## src/rtl/pwr_leaf_pkg.sv

```systemverilog
package pwr_leaf_pkg;
  localparam int LVL_W  = 3;
  localparam int FREQ_W = 6;

  typedef enum logic [LVL_W-1:0] {
    LVL_LO = 3'd0,
    LVL_ML = 3'd1,
    LVL_MD = 3'd2,
    LVL_MH = 3'd3,
    LVL_HI = 3'd4
  } lvl_e;

  // frequency in 100 MHz units
  function automatic logic [FREQ_W-1:0] freq_of(lvl_e l);
    logic [FREQ_W-1:0] f;
    case (l)
      LVL_LO:  f = FREQ_W'(14);
      LVL_ML:  f = FREQ_W'(21);
      LVL_MD:  f = FREQ_W'(27);
      LVL_MH:  f = FREQ_W'(33);
      default: f = FREQ_W'(36);
    endcase
    return f;
  endfunction
endpackage

```

## src/rtl/pwr_demand_clamp.sv

```systemverilog
module pwr_demand_clamp
  import pwr_leaf_pkg::*;
#(
  parameter int RAW_W = LVL_W
) (
  input  logic [RAW_W-1:0] raw_i,
  output lvl_e             lvl_o
);
  always_comb begin
    if (raw_i > RAW_W'(LVL_HI)) lvl_o = LVL_HI;
    else                        lvl_o = lvl_e'(raw_i[LVL_W-1:0]);
  end
endmodule

```

## src/rtl/pwr_freq_map.sv

```systemverilog
module pwr_freq_map
  import pwr_leaf_pkg::*;
#(
  parameter bit REG_OUT = 1'b0
) (
  input  logic              clk_i,
  input  logic              rst_ni,
  input  lvl_e              lvl_i,
  output logic [FREQ_W-1:0] freq_o
);
  generate
    if (REG_OUT) begin : g_reg
      logic [FREQ_W-1:0] freq_q;
      always_ff @(posedge clk_i or negedge rst_ni) begin
        if (!rst_ni) freq_q <= freq_of(LVL_LO);
        else         freq_q <= freq_of(lvl_i);
      end
      assign freq_o = freq_q;
    end else begin : g_comb
      assign freq_o = freq_of(lvl_i);
    end
  endgenerate
endmodule

```

## src/rtl/pwr_leaf_fsm.sv

```systemverilog
module pwr_leaf_fsm
  import pwr_leaf_pkg::*;
(
  input  logic clk_i,
  input  logic rst_ni,
  input  lvl_e dem_i,
  input  logic step_en_i,
  input  logic grant_i,
  input  logic deny_i,
  output logic req_o,
  output lvl_e tgt_o,
  output logic ack_o,
  output logic pend_o,
  output lvl_e lvl_o
);
  lvl_e lvl_q, tgt_q;
  logic pend_q, req_q, ack_q;
  logic retry;

  // step down only for upward requests more than one level above current
  assign retry = step_en_i &&
                 ({1'b0, tgt_q} > ({1'b0, lvl_q} + (LVL_W+1)'(1)));

  always_ff @(posedge clk_i or negedge rst_ni) begin
    if (!rst_ni) begin
      lvl_q  <= LVL_LO;
      tgt_q  <= LVL_LO;
      pend_q <= 1'b0;
      req_q  <= 1'b0;
      ack_q  <= 1'b0;
    end else begin
      req_q <= 1'b0;
      ack_q <= 1'b0;
      if (!pend_q) begin
        if (dem_i != lvl_q) begin
          req_q  <= 1'b1;
          tgt_q  <= dem_i;
          pend_q <= 1'b1;
        end
      end else if (grant_i) begin
        ack_q  <= 1'b1;
        lvl_q  <= tgt_q;
        pend_q <= 1'b0;
      end else if (deny_i) begin
        ack_q <= 1'b1;
        if (retry) begin
          tgt_q <= lvl_e'(tgt_q - LVL_W'(1));
          req_q <= 1'b1;
        end else begin
          pend_q <= 1'b0;
        end
      end
    end
  end

  assign req_o  = req_q;
  assign tgt_o  = tgt_q;
  assign ack_o  = ack_q;
  assign pend_o = pend_q;
  assign lvl_o  = lvl_q;
endmodule

```

## src/rtl/pwr_leaf_client.sv

```systemverilog
module pwr_leaf_client
  import pwr_leaf_pkg::*;
#(
  parameter bit FREQ_REG = 1'b0
) (
  input  logic              clk_i,
  input  logic              rst_ni,
  input  logic [LVL_W-1:0]  demand_i,
  input  logic              step_down_en_i,
  input  logic              grant_i,
  input  logic              deny_i,
  output logic              req_o,
  output logic [LVL_W-1:0]  req_lvl_o,
  output logic              ack_o,
  output logic              pending_o,
  output logic [LVL_W-1:0]  level_o,
  output logic [FREQ_W-1:0] freq_code_o
);
  lvl_e dem, tgt, lvl;

  pwr_demand_clamp #(.RAW_W(LVL_W)) u_clamp (
    .raw_i (demand_i),
    .lvl_o (dem)
  );

  pwr_leaf_fsm u_fsm (
    .clk_i     (clk_i),
    .rst_ni    (rst_ni),
    .dem_i     (dem),
    .step_en_i (step_down_en_i),
    .grant_i   (grant_i),
    .deny_i    (deny_i),
    .req_o     (req_o),
    .tgt_o     (tgt),
    .ack_o     (ack_o),
    .pend_o    (pending_o),
    .lvl_o     (lvl)
  );

  pwr_freq_map #(.REG_OUT(FREQ_REG)) u_freq (
    .clk_i  (clk_i),
    .rst_ni (rst_ni),
    .lvl_i  (lvl),
    .freq_o (freq_code_o)
  );

  assign req_lvl_o = tgt;
  assign level_o   = lvl;
endmodule

```

## config.mk

```make
export PLATFORM = sky130hd
export DESIGN_NAME = pwr_leaf_client
export DESIGN_NICKNAME = d
export VERILOG_FILES = /design/src/rtl/pwr_leaf_pkg.sv /design/src/rtl/pwr_demand_clamp.sv /design/src/rtl/pwr_freq_map.sv /design/src/rtl/pwr_leaf_fsm.sv /design/src/rtl/pwr_leaf_client.sv
export SDC_FILE = /design/constraint.sdc
export NUM_CORES = 1
export LEC_CHECK = 0
export ABC_AREA = 1
export BUFFER_PORTS_ARGS = -buffer_cell sky130_fd_sc_hd__buf_2
export CORE_MARGIN = 3
export CORE_UTILIZATION = 52
export DETAILED_ROUTE_END_ITERATION = 8
export PLACE_DENSITY = 0.82
export SLEW_MARGIN = 20
export SYNTH_ARGS = -nofsm -noshare
export SYNTH_HDL_FRONTEND = slang
export SYNTH_SLANG_ARGS = --single-unit
```

## constraint.sdc

```tcl
create_clock -name clk_i -period 2.9 [get_ports clk_i]
set_input_delay 0.29 -clock clk_i [delete_from_list [all_inputs] [get_ports clk_i]]
set_output_delay 0.29 -clock clk_i [all_outputs]
set_load 0.005 [all_outputs]
```

# Word-level counts from Yosys, hierarchy flattened
# Index checks and enable logic that the tools add are counted.
[totals]
reg_bits = 9
inputBits = 8
output_inout_bits = 15
wordCells = 39
[op_classes]
n_addsub = 2
n_lt_le_gt_ge = 2
n_eq_ne = 7
n_mux = 18
n_reduce_logical = 5
[ops]
columns = ["operator", "count"]
rows = [
  ["case mux 6 bit (4 select lines)", 1],
  ["2-to-1 mux 3 bit", 6],
  ["2-to-1 mux 1 bit", 11],
  ["equality test 3 x 2 -> 1 bit (second input constant)", 2],
  ["inequality test 2 bit (second input constant)", 3],
  ["adder 3 x 1 -> 4 bit (second input constant)", 1],
  ["> comparator 3 x 4 -> 1 bit", 1],
  ["AND reduction 4 bit", 1],
  ["equality test 3 x 1 -> 1 bit (second input constant)", 1],
  ["> comparator 3 bit (second input constant)", 1],
  ["logical NOT 3 bit", 1],
  ["inequality test 3 bit", 1],
  ["subtractor 3 x 1 -> 3 bit (second input constant)", 1],
  ["AND reduction 2 bit", 1],
  ["nonzero test 2 bit", 1],
  ["logical AND 1 bit", 1],
]

# Logic depth before layout (Yosys ltp)
# Gate-level depths: netlist of run 1.
[depth]
ltp_word = 7
depth_mapped = 12
mapped_depth_nobuf = 12

# Cells and area by module
# A second synthesis of run 1 with hierarchy kept.
[hier_totals]
cells_unflattened = 101
hier_area_um2 = 685.7
[modules_own_cells]
columns = ["mod", "n_inst", "cells_per_inst", "area_per_inst_um2"]
rows = [
  ["pwr_leaf_fsm", 1, 82, 606.8],
  ["pwr_freq_map", 1, 11, 48.8],
  ["pwr_demand_clamp", 1, 8, 30.0],
]

# Least setup slack after synthesis of run 1
# Ideal clock, no wire load.
[synth_timing]
path_kind = "register -> register"
startpoint = "register u_fsm.lvl_q[0], in the netlist u_fsm.lvl_o[0]"
endpoint = "register u_fsm.tgt_q[0], in the netlist u_fsm.tgt_o[0]"
setup_ps = 117
arrival_ps = 1720
t_required_ps = 2783
path_slack_ps = 1064
stages_incl_launch_ff = 10
path_buffers = 0
period_less_slack_ps = 1836
cell_sequence = "dfrtp_1 -> ha_1 -> ha_1 -> ha_1 -> nand2_1 -> o21ai_1 -> nor2_2 -> nand4_4 -> nand3_1 -> nand2_1"
[synth_via]
elab_chain_len = 5
[synth_rtl]
columns = ["element", "line_no", "text"]
rows = [
  ["start: declaration", "pwr_leaf_fsm.sv:16", "lvl_e lvl_q, tgt_q;"],
  ["start signal: assignment", "pwr_leaf_fsm.sv:42", "lvl_q <= tgt_q;"],
  ["adder 3 x 1 -> 4 bit", "pwr_leaf_fsm.sv:22", "({1'b0, tgt_q} > ({1'b0, lvl_q} + (LVL_W+1)'(1)));"],
  ["> comparator 3 x 4 -> 1 bit", "pwr_leaf_fsm.sv:22", ""],
  ["logical AND 1 bit", "pwr_leaf_fsm.sv:21", "assign retry = step_en_i &&"],
  ["inequality test 2 bit (no line)", "n/a", ""],
  ["AND reduction 4 bit (no line) (*)", "n/a", ""],
  ["end signal: assignment", "pwr_leaf_fsm.sv:37", "tgt_q <= dem_i;"],
  ["end signal: assignment", "pwr_leaf_fsm.sv:47", "tgt_q <= lvl_e'(tgt_q - LVL_W'(1));"],
  ["end: declaration", "pwr_leaf_fsm.sv:16", ""],
]
# Mark *: on every way between the ends. The rest lies on a longest branch, timed or not.
# A chain may end at the register's enable or synchronous reset.

# Final worst setup path of run 1
[layout_timing]
startpoint = "register u_fsm.lvl_q[0], in the netlist u_fsm.lvl_o[0]"
endpoint = "register u_fsm.tgt_q[1], in the netlist u_fsm.tgt_o[1]"
# The elaborated chain is that of the path after synthesis.

==> flow_metrics.tcl, run 1 <==
set metrics [dict create \
    diodes 0 \
    grt_overflow_total 0 \
    synth.avg_cell_area_sq_um 7.616 \
    synth_xor_area_share_pct 0 \
    swShare_pct 48.64 \
    timing.fmax_mhz 512.0 \
    wl_mm 1.471 \
    grt_usage_pct 17.70 \
    synth-simple-area-share_pct 29.64 \
    fin_skew_ns 0.0009639 \
    critical_path.max_stage_delay_ns 0.45 \
    cts_resized 0 \
    grt_max_degree 10 \
    vdd_drop_max_uv 598.6 \
    end_kind "register" \
    relSlewSlack_pct 84.07 \
    stdcell_area_sq_um 857.1 \
    yosys_warnings 0 \
    ctsLongestPathBuffers 2 \
    wire_per_inst_um 11.14 \
    syn_inst 92 \
    core_area_sq_um 1186 \
    vias_per_cell 5.038 \
    drcViolationCount 0 \
    setup_tns_ns 0 \
    rsz0062_at_grt "no" \
    grt_pass1_wl_mm 2.539 \
    period_minus_slack_ns 1.953 \
    cts_sinks 9 \
    grt_pass1_vias 627 \
    htree_levels 1 \
    synth_compound_area_share_pct 13.57 \
    dp.final_hpwl_mm 1.181 \
    io_buffers 22 \
    drv_slew 0 \
    synthDistinctLibCells 18 \
    setup_slack_ns 0.9467 \
    gp_congestion 0.8261 \
    critPathMaxFanout 7 \
    std_cell_rows 12 \
    die_area_sq_um 1824 \
    insertion_delay_ns 0.26 \
    synth_nets 109 \
    worst_pin_slew_ns 0.2387 \
    run_status "finished clean" \
    vias 665 \
    ant_nets 0 \
    finalHoldViolCount 0 \
    start_util_pct 59.07 \
    seq_area_frac_synth_pct 32.14 \
    criticalPathCategory "reg -> reg" \
    synth_top_family_by_area "simple AND/OR/NAND/NOR gates" \
    netlist_area_sq_um 700.7 \
    max_cap_violations 0 \
    areaGrowthSynthToFinish_pct 22.32 \
    power.internal_w 0.0004786 \
    muxShareOfSynthArea_pct 0 \
    slowest_stage "dfrtp_1" \
    final.period_utilization_pct 67.35 \
    stdcell_count 132 \
    design.portCount 23 \
    power_density_nw_per_um2 1087 \
    dp_slack_ns 0.9596 \
    cts_tree "built" \
    dp_cells 127 \
    cp_top_family "adder cells" \
    pwr-share-comb_pct 61.6 \
    arrival_ns 2.15 \
    die_w_um 42.71 \
    clkSlewWorstSetupHoldPaths_ns 0.06 \
    synth-adder-area-share_pct 16.07 \
    p_leak_nw 0.4993 \
    drt-initial-drc-count 24 \
    drive_above_1_share_pct 27.12 \
    hold_class "in -> reg" \
    antenna_found_initial 0 \
    postPlaceCellArea_sq_um 820.8 \
    p_sw_w 0.0004533 \
    cts_root_buf "clkbuf_4" \
    ys_seq_elements 9 \
    layout.nets 136 \
    crit_path_cell_trace "ha_1 -> ha_1 -> ha_1 -> nand2_1 -> o21ai_1 -> nor2_2 -> nand4_4 -> nand2_4 -> nand2_1 -> nand2_1" \
    path_buf_inv 0 \
    total_power_w 0.0009319 \
    start_kind "register" \
    cts_setup_buffers 0 \
    hold_buffers 1 \
    p_seq_share_pct 28.0 \
    die_y_um 42.71 \
    cp.required_ns 3.10 \
    setup_viol 0 \
    cts_buffers 3 \
    firstDrtPassIters 4 \
    pwr-share-clk_pct 10.4 \
]
## cell families after synthesis
group           count (synthesis)
compound gates                 17
buf+inv                        15
fa+ha+maj                       9
simple gates                   42
flops                           9
## flip-flops by register name (all words and copies together), names as in the netlist
register      flops
u_fsm.req_o       1
u_fsm.ack_o       1
u_fsm.tgt_o       3
u_fsm.lvl_o       3
u_fsm.pend_o      1
## metal layers
| metal | vias to the layer above | global-route usage [%] | routed length, um |
|---|---|---|---|
| li1 | 353 | - | - |
| met2 | 29 | 28.44 | 663 |
| met5 | - | 0 | 0 |
| met3 | 3 | 2.966 | 131 |
| met4 | 0 | 5.590 | 17 |
| met1 | 280 | 23.95 | 659 |
## cell usage after synthesis (all sizes together)
library cell,n,area [sq um]
a21oi,5,28.78
a22oi,1,7.510
buf,1,7.510
dfrtp,9,225.2
ha,9,112.6
inv,14,52.55
nand2,28,122.6
nand3,7,35.03
nand3b,1,7.510
nand4,1,21.27
nor2,5,21.27
o21ai,11,58.80
## stage by stage
| stage | utilization [%] | hold WS, ns |
|---|---|---|
| 2_1_floorplan | - | -0.005591 |
| 3_3_place_gp | 69.20 | 0.1471 |
| 3_5_place_dp | 69.20 | 0.1500 |
| 4_1_cts | 72.26 | 0.2683 |
| 5_1_grt | 72.26 | 0.2998 |
| 6_report | 72.26 | 0.2639 |
## layout by cell type (no fill, tap or decap)
cell | netlist | routed
clkbuf_1 | 0 | 1
a22oi_1 | 1 | 1
nand2_2 | 1 | 1
inv_1 | 14 | 14
o21ai_0 | 9 | 9
a21oi_1 | 4 | 4
nand2_4 | 2 | 2
o21ai_1 | 1 | 1
nand3b_1 | 1 | 1
a21oi_2 | 1 | 1
dfrtp_1 | 9 | 9
nor2_1 | 4 | 4
dlygate4sd3_1 | 0 | 1
nor2_2 | 1 | 1
clkbuf_4 | 0 | 3
nand4_4 | 1 | 1
nand3_1 | 7 | 7
o21ai_2 | 1 | 1
nand2_1 | 25 | 25
ha_1 | 9 | 9
buf_2 | 0 | 22
## worst paths after layout
path | start | end | slack [ns] | cells past startpoint
worst max register to register | u_fsm.lvl_o[0] | u_fsm.tgt_o[1] | 0.95 | 10
worst min register to register | u_fsm.tgt_o[0] | u_fsm.tgt_o[0] | 0.54 | 2
worst max-delay path | u_fsm.lvl_o[0] | u_fsm.tgt_o[1] | 0.95 | 10
min in group asynchronous | rst_ni | u_fsm.tgt_o[2] | 0.42 | 2
worst min-delay path | grant_i | u_fsm.pend_o | 0.26 | 2
max in group asynchronous | rst_ni | u_fsm.tgt_o[0] | 2.31 | 2
## cell type report
class,count,area (sq um)
fillers,95,329.1
clock buffers,4,26.28
repair buffers,23,120.1
inverters,14,52.55
multi-input cells,68,415.4
well taps,14,17.52
flip-flops and latches,9,225.2
## power by group through the flow
stage          registers (W)  clock network (W)  logic, W
3_3_place_gp        0.000260                  0  0.000560
3_5_place_dp        0.000263                  0  0.000571
6_report            0.000261          0.0000970  0.000574
5_1_grt             0.000271           0.000104  0.000680
2_1_floorplan       0.000257                  0  0.000390
4_1_cts             0.000260          0.0000974  0.000577
(Power assumes the default switching activity.)
==> run 2: changes to the inputs <==
--- a/config.mk
+++ b/config.mk
@@ -5,12 +5,12 @@
 export SDC_FILE = /design/constraint.sdc
 export NUM_CORES = 1
 export LEC_CHECK = 0
-export ABC_AREA = 1
+export ABC_AREA = 0
 export BUFFER_PORTS_ARGS = -buffer_cell sky130_fd_sc_hd__buf_2
 export CORE_MARGIN = 3
-export CORE_UTILIZATION = 52
+export CORE_UTILIZATION = 48
 export DETAILED_ROUTE_END_ITERATION = 8
-export PLACE_DENSITY = 0.82
+export PLACE_DENSITY = 0.77
 export SLEW_MARGIN = 20
 export SYNTH_ARGS = -nofsm -noshare
 export SYNTH_HDL_FRONTEND = slang
==> constraint.sdc (replaced) <==
create_clock -name clk_i -period 1.85 [get_ports clk_i]
set_input_delay 0.185 -clock clk_i [delete_from_list [all_inputs] [get_ports clk_i]]
set_output_delay 0.185 -clock clk_i [all_outputs]
set_load 0.005 [all_outputs]
==> run 2 against run 1 <==
The flow now finishes with violations (setup timing). Cell count shrank 4.5%. Synthesized area shrank 3.9%. Global-route usage grew 3.7 points. Via count grew 0.15%. Final area grew 19%. Power grew 130%. Critical path type unchanged. Largest cell class unchanged. Highest routed layer is now met3.
==> flow_metrics.tcl, run 2 <==
set metrics [dict create \
    start_util_pct 56.04 \
    cts_buffers 3 \
    cp_top_family "compound AO/OA/AOI/OAI gates" \
    antenna_found_initial 0 \
    postPlaceCellArea_sq_um 913.4 \
    synth_async_sr_flop_share_pct 100.0 \
    synth.avg_cell_area_sq_um 9.097 \
    grt_max_degree 10 \
    wl_mm 1.880 \
    relSlewSlack_pct 63.22 \
    ys_seq_elements 9 \
    setup_viol 4 \
    syn_inst 74 \
    netlist_top_cells_area "dfrtp_1, ha_1, a21oi_1" \
    io_buffers 22 \
    insertion_delay_ns 0.26 \
    vias 666 \
    critical_path.max_stage_delay_ns 0.41 \
    setup_slack_ns -0.2418 \
    drive_above_1_share_pct 51.79 \
    violations "setup timing" \
    critPathMaxFanout 3 \
    worst_pin_slew_ns 0.5475 \
    firstDrtPassIters 4 \
    clkSlewWorstSetupHoldPaths_ns 0.06 \
    drt-initial-drc-count 13 \
    crit_path_cell_trace "inv_2 -> ha_4 -> inv_2 -> ha_4 -> nor2b_4 -> o21ai_4 -> a2111oi_4 -> buf_4 -> nor3_2 -> a21oi_1" \
    die_w_um 43.45 \
    setup_tns_ns -0.8904 \
    netlist_area_sq_um 673.1 \
    total_power_w 0.002103 \
    arrival_ns 2.28 \
    design.portCount 23 \
    criticalPathCategory "reg -> reg" \
    holdWs_ns 0.1556 \
    final_cell_mix "buf_2, buf_4, a21oi_1, dfrtp_1" \
    vias_per_cell 5.286 \
    synth_nets 91 \
    fin_skew_ns 0.005863 \
    timing.fmax_mhz 478.1 \
    synth_commonest_cells "dfrtp_1, ha_1, inv_1" \
    grt_usage_pct 21.45 \
    grt_pass1_vias 664 \
    muxShareOfSynthArea_pct 1.673 \
    stdcell_count 126 \
    grt_pass1_wl_mm 3.015 \
    synth_top_family_by_area "compound AO/OA/AOI/OAI gates" \
    synth-adder-area-share_pct 16.73 \
    path_buf_inv 3 \
    htree_levels 1 \
    layout.nets 130 \
    grt_overflow_total 0 \
    gp_congestion 0.8363 \
    drcViolationCount 0 \
    die_y_um 43.45 \
    finalHoldViolCount 0 \
    synthFlopType "dfrtp_1" \
    rsz0062_at_grt "yes" \
    dp.final_hpwl_mm 1.363 \
    ctsLongestPathBuffers 2 \
    dp_cells 116 \
    cp.required_ns 2.04 \
    synth_top_area_share_pct 33.46 \
    yosys_warnings 0 \
    p_leak_nw 0.4895 \
    final_common_cell "buf_2" \
    synth_xor_area_share_pct 2.602 \
    areaGrowthSynthToFinish_pct 51.67 \
    stdcell_area_sq_um 1021 \
    synth-simple-area-share_pct 17.66 \
    synth_compound_area_share_pct 20.63 \
    die_area_sq_um 1888 \
    synth_edf_count 0 \
    diodes 0 \
    period_minus_slack_ns 2.092 \
    synthDistinctLibCells 27 \
    hold_class "in -> reg" \
    cts_root_buf "clkbuf_4" \
    run_status "finished with violations" \
    core_area_sq_um 1201 \
    drv_slew 0 \
    slowest_stage "dfrtp_2" \
    cts_sinks 9 \
    power_density_nw_per_um2 2060 \
    start_kind "register" \
    vdd_drop_max_uv 1254 \
    synth_largest_area_cell "dfrtp_1" \
    wire_per_inst_um 14.92 \
    cts_tree "built" \
    seq_area_frac_synth_pct 33.46 \
    end_kind "register" \
    max_cap_violations 0 \
    std_cell_rows 12 \
    final.period_utilization_pct 113.1 \
    ant_nets 0 \
]
-- run 2: cell count changes in the layout (fill, tap and decap cells not counted), sizes merged, moves of 2 or more --
cell / change
nand2: -25
nor4: +2
o21ai: -4
nor3: +3
a21oi: +2
inv: -4
nand3: -5
xor2: +2
buf: +13
-- run 2: logic make-up after synthesis --
| group | after synthesis |
|---|---|
| fa+ha+maj | 9 |
| simple gates | 21 |
| mux | 1 |
| flops | 9 |
| xor+xnor | 2 |
| buf+inv | 12 |
| compound gates | 20 |
-- run 2: path summary, 6_finish.rpt --
check                               start             end  slack, ns  cells past startpoint
max                        u_fsm.lvl_o[1]  u_fsm.tgt_o[0]      -0.24                     10
max in group asynchronous          rst_ni  u_fsm.lvl_o[1]       1.35                      2
min in group asynchronous          rst_ni     u_fsm.req_o       0.30                      2
min reg2reg                u_fsm.tgt_o[0]  u_fsm.tgt_o[0]       0.58                      2
max reg2reg                u_fsm.lvl_o[1]  u_fsm.tgt_o[0]      -0.24                     10
min                                deny_i     u_fsm.ack_o       0.16                      2
-- run 2: stage by stage --
| step | util [%] | setup WS (ns) |
|---|---|---|
| after floorplan | - | -0.1568 |
| after global placement | 76.04 | -0.1773 |
| after detailed placement | 76.04 | -0.2390 |
| after CTS | 85.00 | -0.2266 |
| after global routing | 85.00 | -0.3572 |
| final | 85.00 | -0.2418 |
-- run 2: cell type report --
| type | instances | area, sq um |
|---|---|---|
| timing repair buffer | 36 | 221.5 |
| fill | 74 | 180.2 |
| sequential | 9 | 227.7 |
| inverter | 10 | 37.54 |
| multi-input combinational | 53 | 490.5 |
| clock buffer | 4 | 26.28 |
| tap | 14 | 17.52 |
-- run 2: repair_timing --
| action | CTS | global route |
|---|---|---|
| setup buffers | 5 | 0 |
| gates resized for setup | 7 | 2 |
| endpoints found under the setup margin | 4 | 6 |
| hold endpoints to repair | 9 | 0 |
| pin swaps | 5 | 1 |
| gates cloned | 0 | 0 |
| hold buffers | 1 | 0 |
-- run 2: where the power goes --
group	internal, W	leakage (nW)	switching, W
clock network	0.0000832	0.0150	0.0000716
registers	0.000300	0.107	0.000113
logic	0.000792	0.368	0.000743
-- run 2: layer usage --
metal  vias to the layer above  routed length, um  track usage (%)
li1                        334                  -                -
met1                       310                825            25.38
met2                        22                952            38.05
met3                         0                102            7.469
met4                         0                  0            3.012
met5                         -                  0                0
==> run 3: changes to the inputs <==
--- a/config.mk
+++ b/config.mk
@@ -8,9 +8,8 @@
 export ABC_AREA = 0
 export BUFFER_PORTS_ARGS = -buffer_cell sky130_fd_sc_hd__buf_2
 export CORE_MARGIN = 3
-export CORE_UTILIZATION = 48
+export CORE_UTILIZATION = 30
 export DETAILED_ROUTE_END_ITERATION = 8
-export PLACE_DENSITY = 0.77
 export SLEW_MARGIN = 20
 export SYNTH_ARGS = -nofsm -noshare
 export SYNTH_HDL_FRONTEND = slang
==> run 3 against run 2 <==
The run still ends with setup timing left. Register-to-register slack gained 0.09 ns. Non-clock buffer count shrank 6. Critical endpoint is now u_fsm.tgt_o[2]. Die area grew 51%. Critical path type unchanged. Highest routed layer unchanged. Sequential cell count is the same.
==> flow_metrics.tcl, run 3 (synthesis results as in run 2) <==
set metrics [dict create \
    p_sw_w 0.0008779 \
    dp.final_hpwl_mm 1.343 \
    run_status "finished with violations" \
    cp.depth 8 \
    grt_pass1_wl_mm 2.856 \
    grt_usage_pct 14.24 \
    clkSlewWorstSetupHoldPaths_ns 0.07 \
    cts_sinks 9 \
    cp.required_ns 2.01 \
    gp_congestion 0.7410 \
    fin_skew_ns 0.008320 \
    total_power_w 0.001975 \
    swShare_pct 44.44 \
    criticalPathCategory "reg -> reg" \
    die_y_um 53.37 \
    arrival_ns 2.17 \
    dp_cells 127 \
    std_cell_rows 16 \
    diodes 0 \
    end_kind "register" \
    final.period_utilization_pct 108.4 \
    layout.nets 124 \
    drv_slew 0 \
    max_cap_violations 0 \
    setup_slack_ns -0.1553 \
    worstHoldPathCells 2 \
    cts_tree "built" \
    power.internal_w 0.001098 \
    stdcell_count 133 \
    design.portCount 23 \
    timing.fmax_mhz 498.7 \
    insertion_delay_ns 0.26 \
    vdd_drop_max_uv 837.4 \
    period_minus_slack_ns 2.005 \
    critical_path.max_stage_delay_ns 0.44 \
    final_cell_mix "buf_2, a21oi_1, buf_4, dfrtp_1" \
    areaGrowthSynthToFinish_pct 47.58 \
    final_common_cell "buf_2" \
    violations "setup timing" \
    cp_top_family "adder cells" \
    die_w_um 53.37 \
    drive_above_1_share_pct 49.06 \
    p_leak_nw 0.4600 \
    pwr-share-clk_pct 7.9 \
    core_area_sq_um 2042 \
    final_core_util_pct 48.65 \
    htree_levels 1 \
    vias 652 \
    pwr-share-comb_pct 70.2 \
    drcViolationCount 0 \
    finalHoldViolCount 0 \
    ctsLongestPathBuffers 2 \
    relSlewSlack_pct 68.61 \
    p_seq_share_pct 21.9 \
    ant_nets 0 \
    grt_overflow_total 0 \
    worst_pin_slew_ns 0.4673 \
    start_util_pct 32.97 \
    antenna_found_initial 0 \
    wire_per_inst_um 12.93 \
    hold_class "in -> reg" \
    setup_viol 4 \
    die_area_sq_um 2848 \
    wl_mm 1.720 \
    grt_pass1_vias 601 \
    vias_per_cell 4.902 \
    cts_root_buf "clkbuf_4" \
    cts_buffers 3 \
    firstDrtPassIters 4 \
    slowest_stage "dfrtp_2" \
    r2r_cells 8 \
    io_buffers 22 \
    path_buf_inv 0 \
    power_density_nw_per_um2 1989 \
    start_kind "register" \
    worst_path_most_repeated_cell "ha_4" \
    drt-initial-drc-count 11 \
    rsz0062_at_grt "yes" \
    grt_max_degree 14 \
    holdWs_ns 0.1575 \
    critPathMaxFanout 4 \
    crit_path_cell_trace "ha_4 -> ha_4 -> ha_4 -> nand3_4 -> nand4_4 -> a2111oi_4 -> nand4_1 -> o211a_1" \
]
==> run 3: changes by cell type in the layout (fill, tap and decap cells not counted), sizes merged <==
cell | before | now
clkinv | 0 | 1
clkbuf | 4 | 3
buf | 35 | 29
==> run 3: final timing paths <==
check | start | endpoint | slack, ns
worst min-delay path | deny_i | u_fsm.ack_o | 0.16
worst max-delay path | u_fsm.lvl_o[1] | u_fsm.tgt_o[2] | -0.16
max in group asynchronous | rst_ni | u_fsm.lvl_o[1] | 1.36
worst min register to register | u_fsm.tgt_o[0] | u_fsm.tgt_o[0] | 0.57
min in group asynchronous | rst_ni | u_fsm.req_o | 0.29
worst max register to register | u_fsm.lvl_o[1] | u_fsm.tgt_o[2] | -0.16
==> run 3: per-layer routing <==
| metal | vias to the layer above | routed length (um) | track usage [%] | part of all wire [%] |
|---|---|---|---|---|
| met5 | - | 0 | 0 | 0 |
| met4 | 0 | 0 | 6.383 | 0 |
| met3 | 0 | 79 | 3.380 | 4.6 |
| met2 | 16 | 820 | 20.82 | 48 |
| met1 | 308 | 820 | 19.49 | 48 |
| li1 | 328 | - | - | - |
==> run 3: worst reg2reg max path, cell delays in order (launching register included) <==
cell,delay (ns)
dfrtp_2,0.44
ha_4,0.17
ha_4,0.26
ha_4,0.20
nand3_4,0.06
nand4_4,0.10
a2111oi_4,0.37
nand4_1,0.14
o211a_1,0.14
==> run 3: what timing repair did <==
item,in CTS,in global routing
gates cloned,0,0
hold endpoints to repair,9,0
buffers inserted,1,0
hold buffers,1,0
pin swaps,6,5
setup endpoints to repair,4,5
gates resized for setup,5,1
==> run 3: through the flow <==
stage	instance area [sq um]	setup TNS, ns	worst slack, ns
global placement	914.6	-0.4200	-0.1458
global route	993.5	-0.8901	-0.2391
CTS	993.5	-0.7415	-0.1953
detailed placement	914.6	-0.6132	-0.1986
finish	993.5	-0.5655	-0.1553
floorplan	737.0	-0.4459	-0.1568
==> run 3: power by group through the flow <==
stage	registers, W	clock network [W]	logic [W]
after floorplan	0.000430	0	0.000817
after global placement	0.000421	0	0.00124
after detailed placement	0.000423	0	0.00126
after CTS	0.000432	0.000160	0.00141
after global routing	0.000447	0.000176	0.00157
final	0.000432	0.000157	0.00139
==> run 3: cell type report <==
type,count,area (sq um)
Multi-Input combinational cell,53,494.2
Fill cell,201,1049
Clock inverter,1,5.005
Clock buffer,3,22.52
Timing Repair Buffer,30,172.7
Sequential cell,9,227.7
Tap cell,27,33.78
Inverter,10,37.54
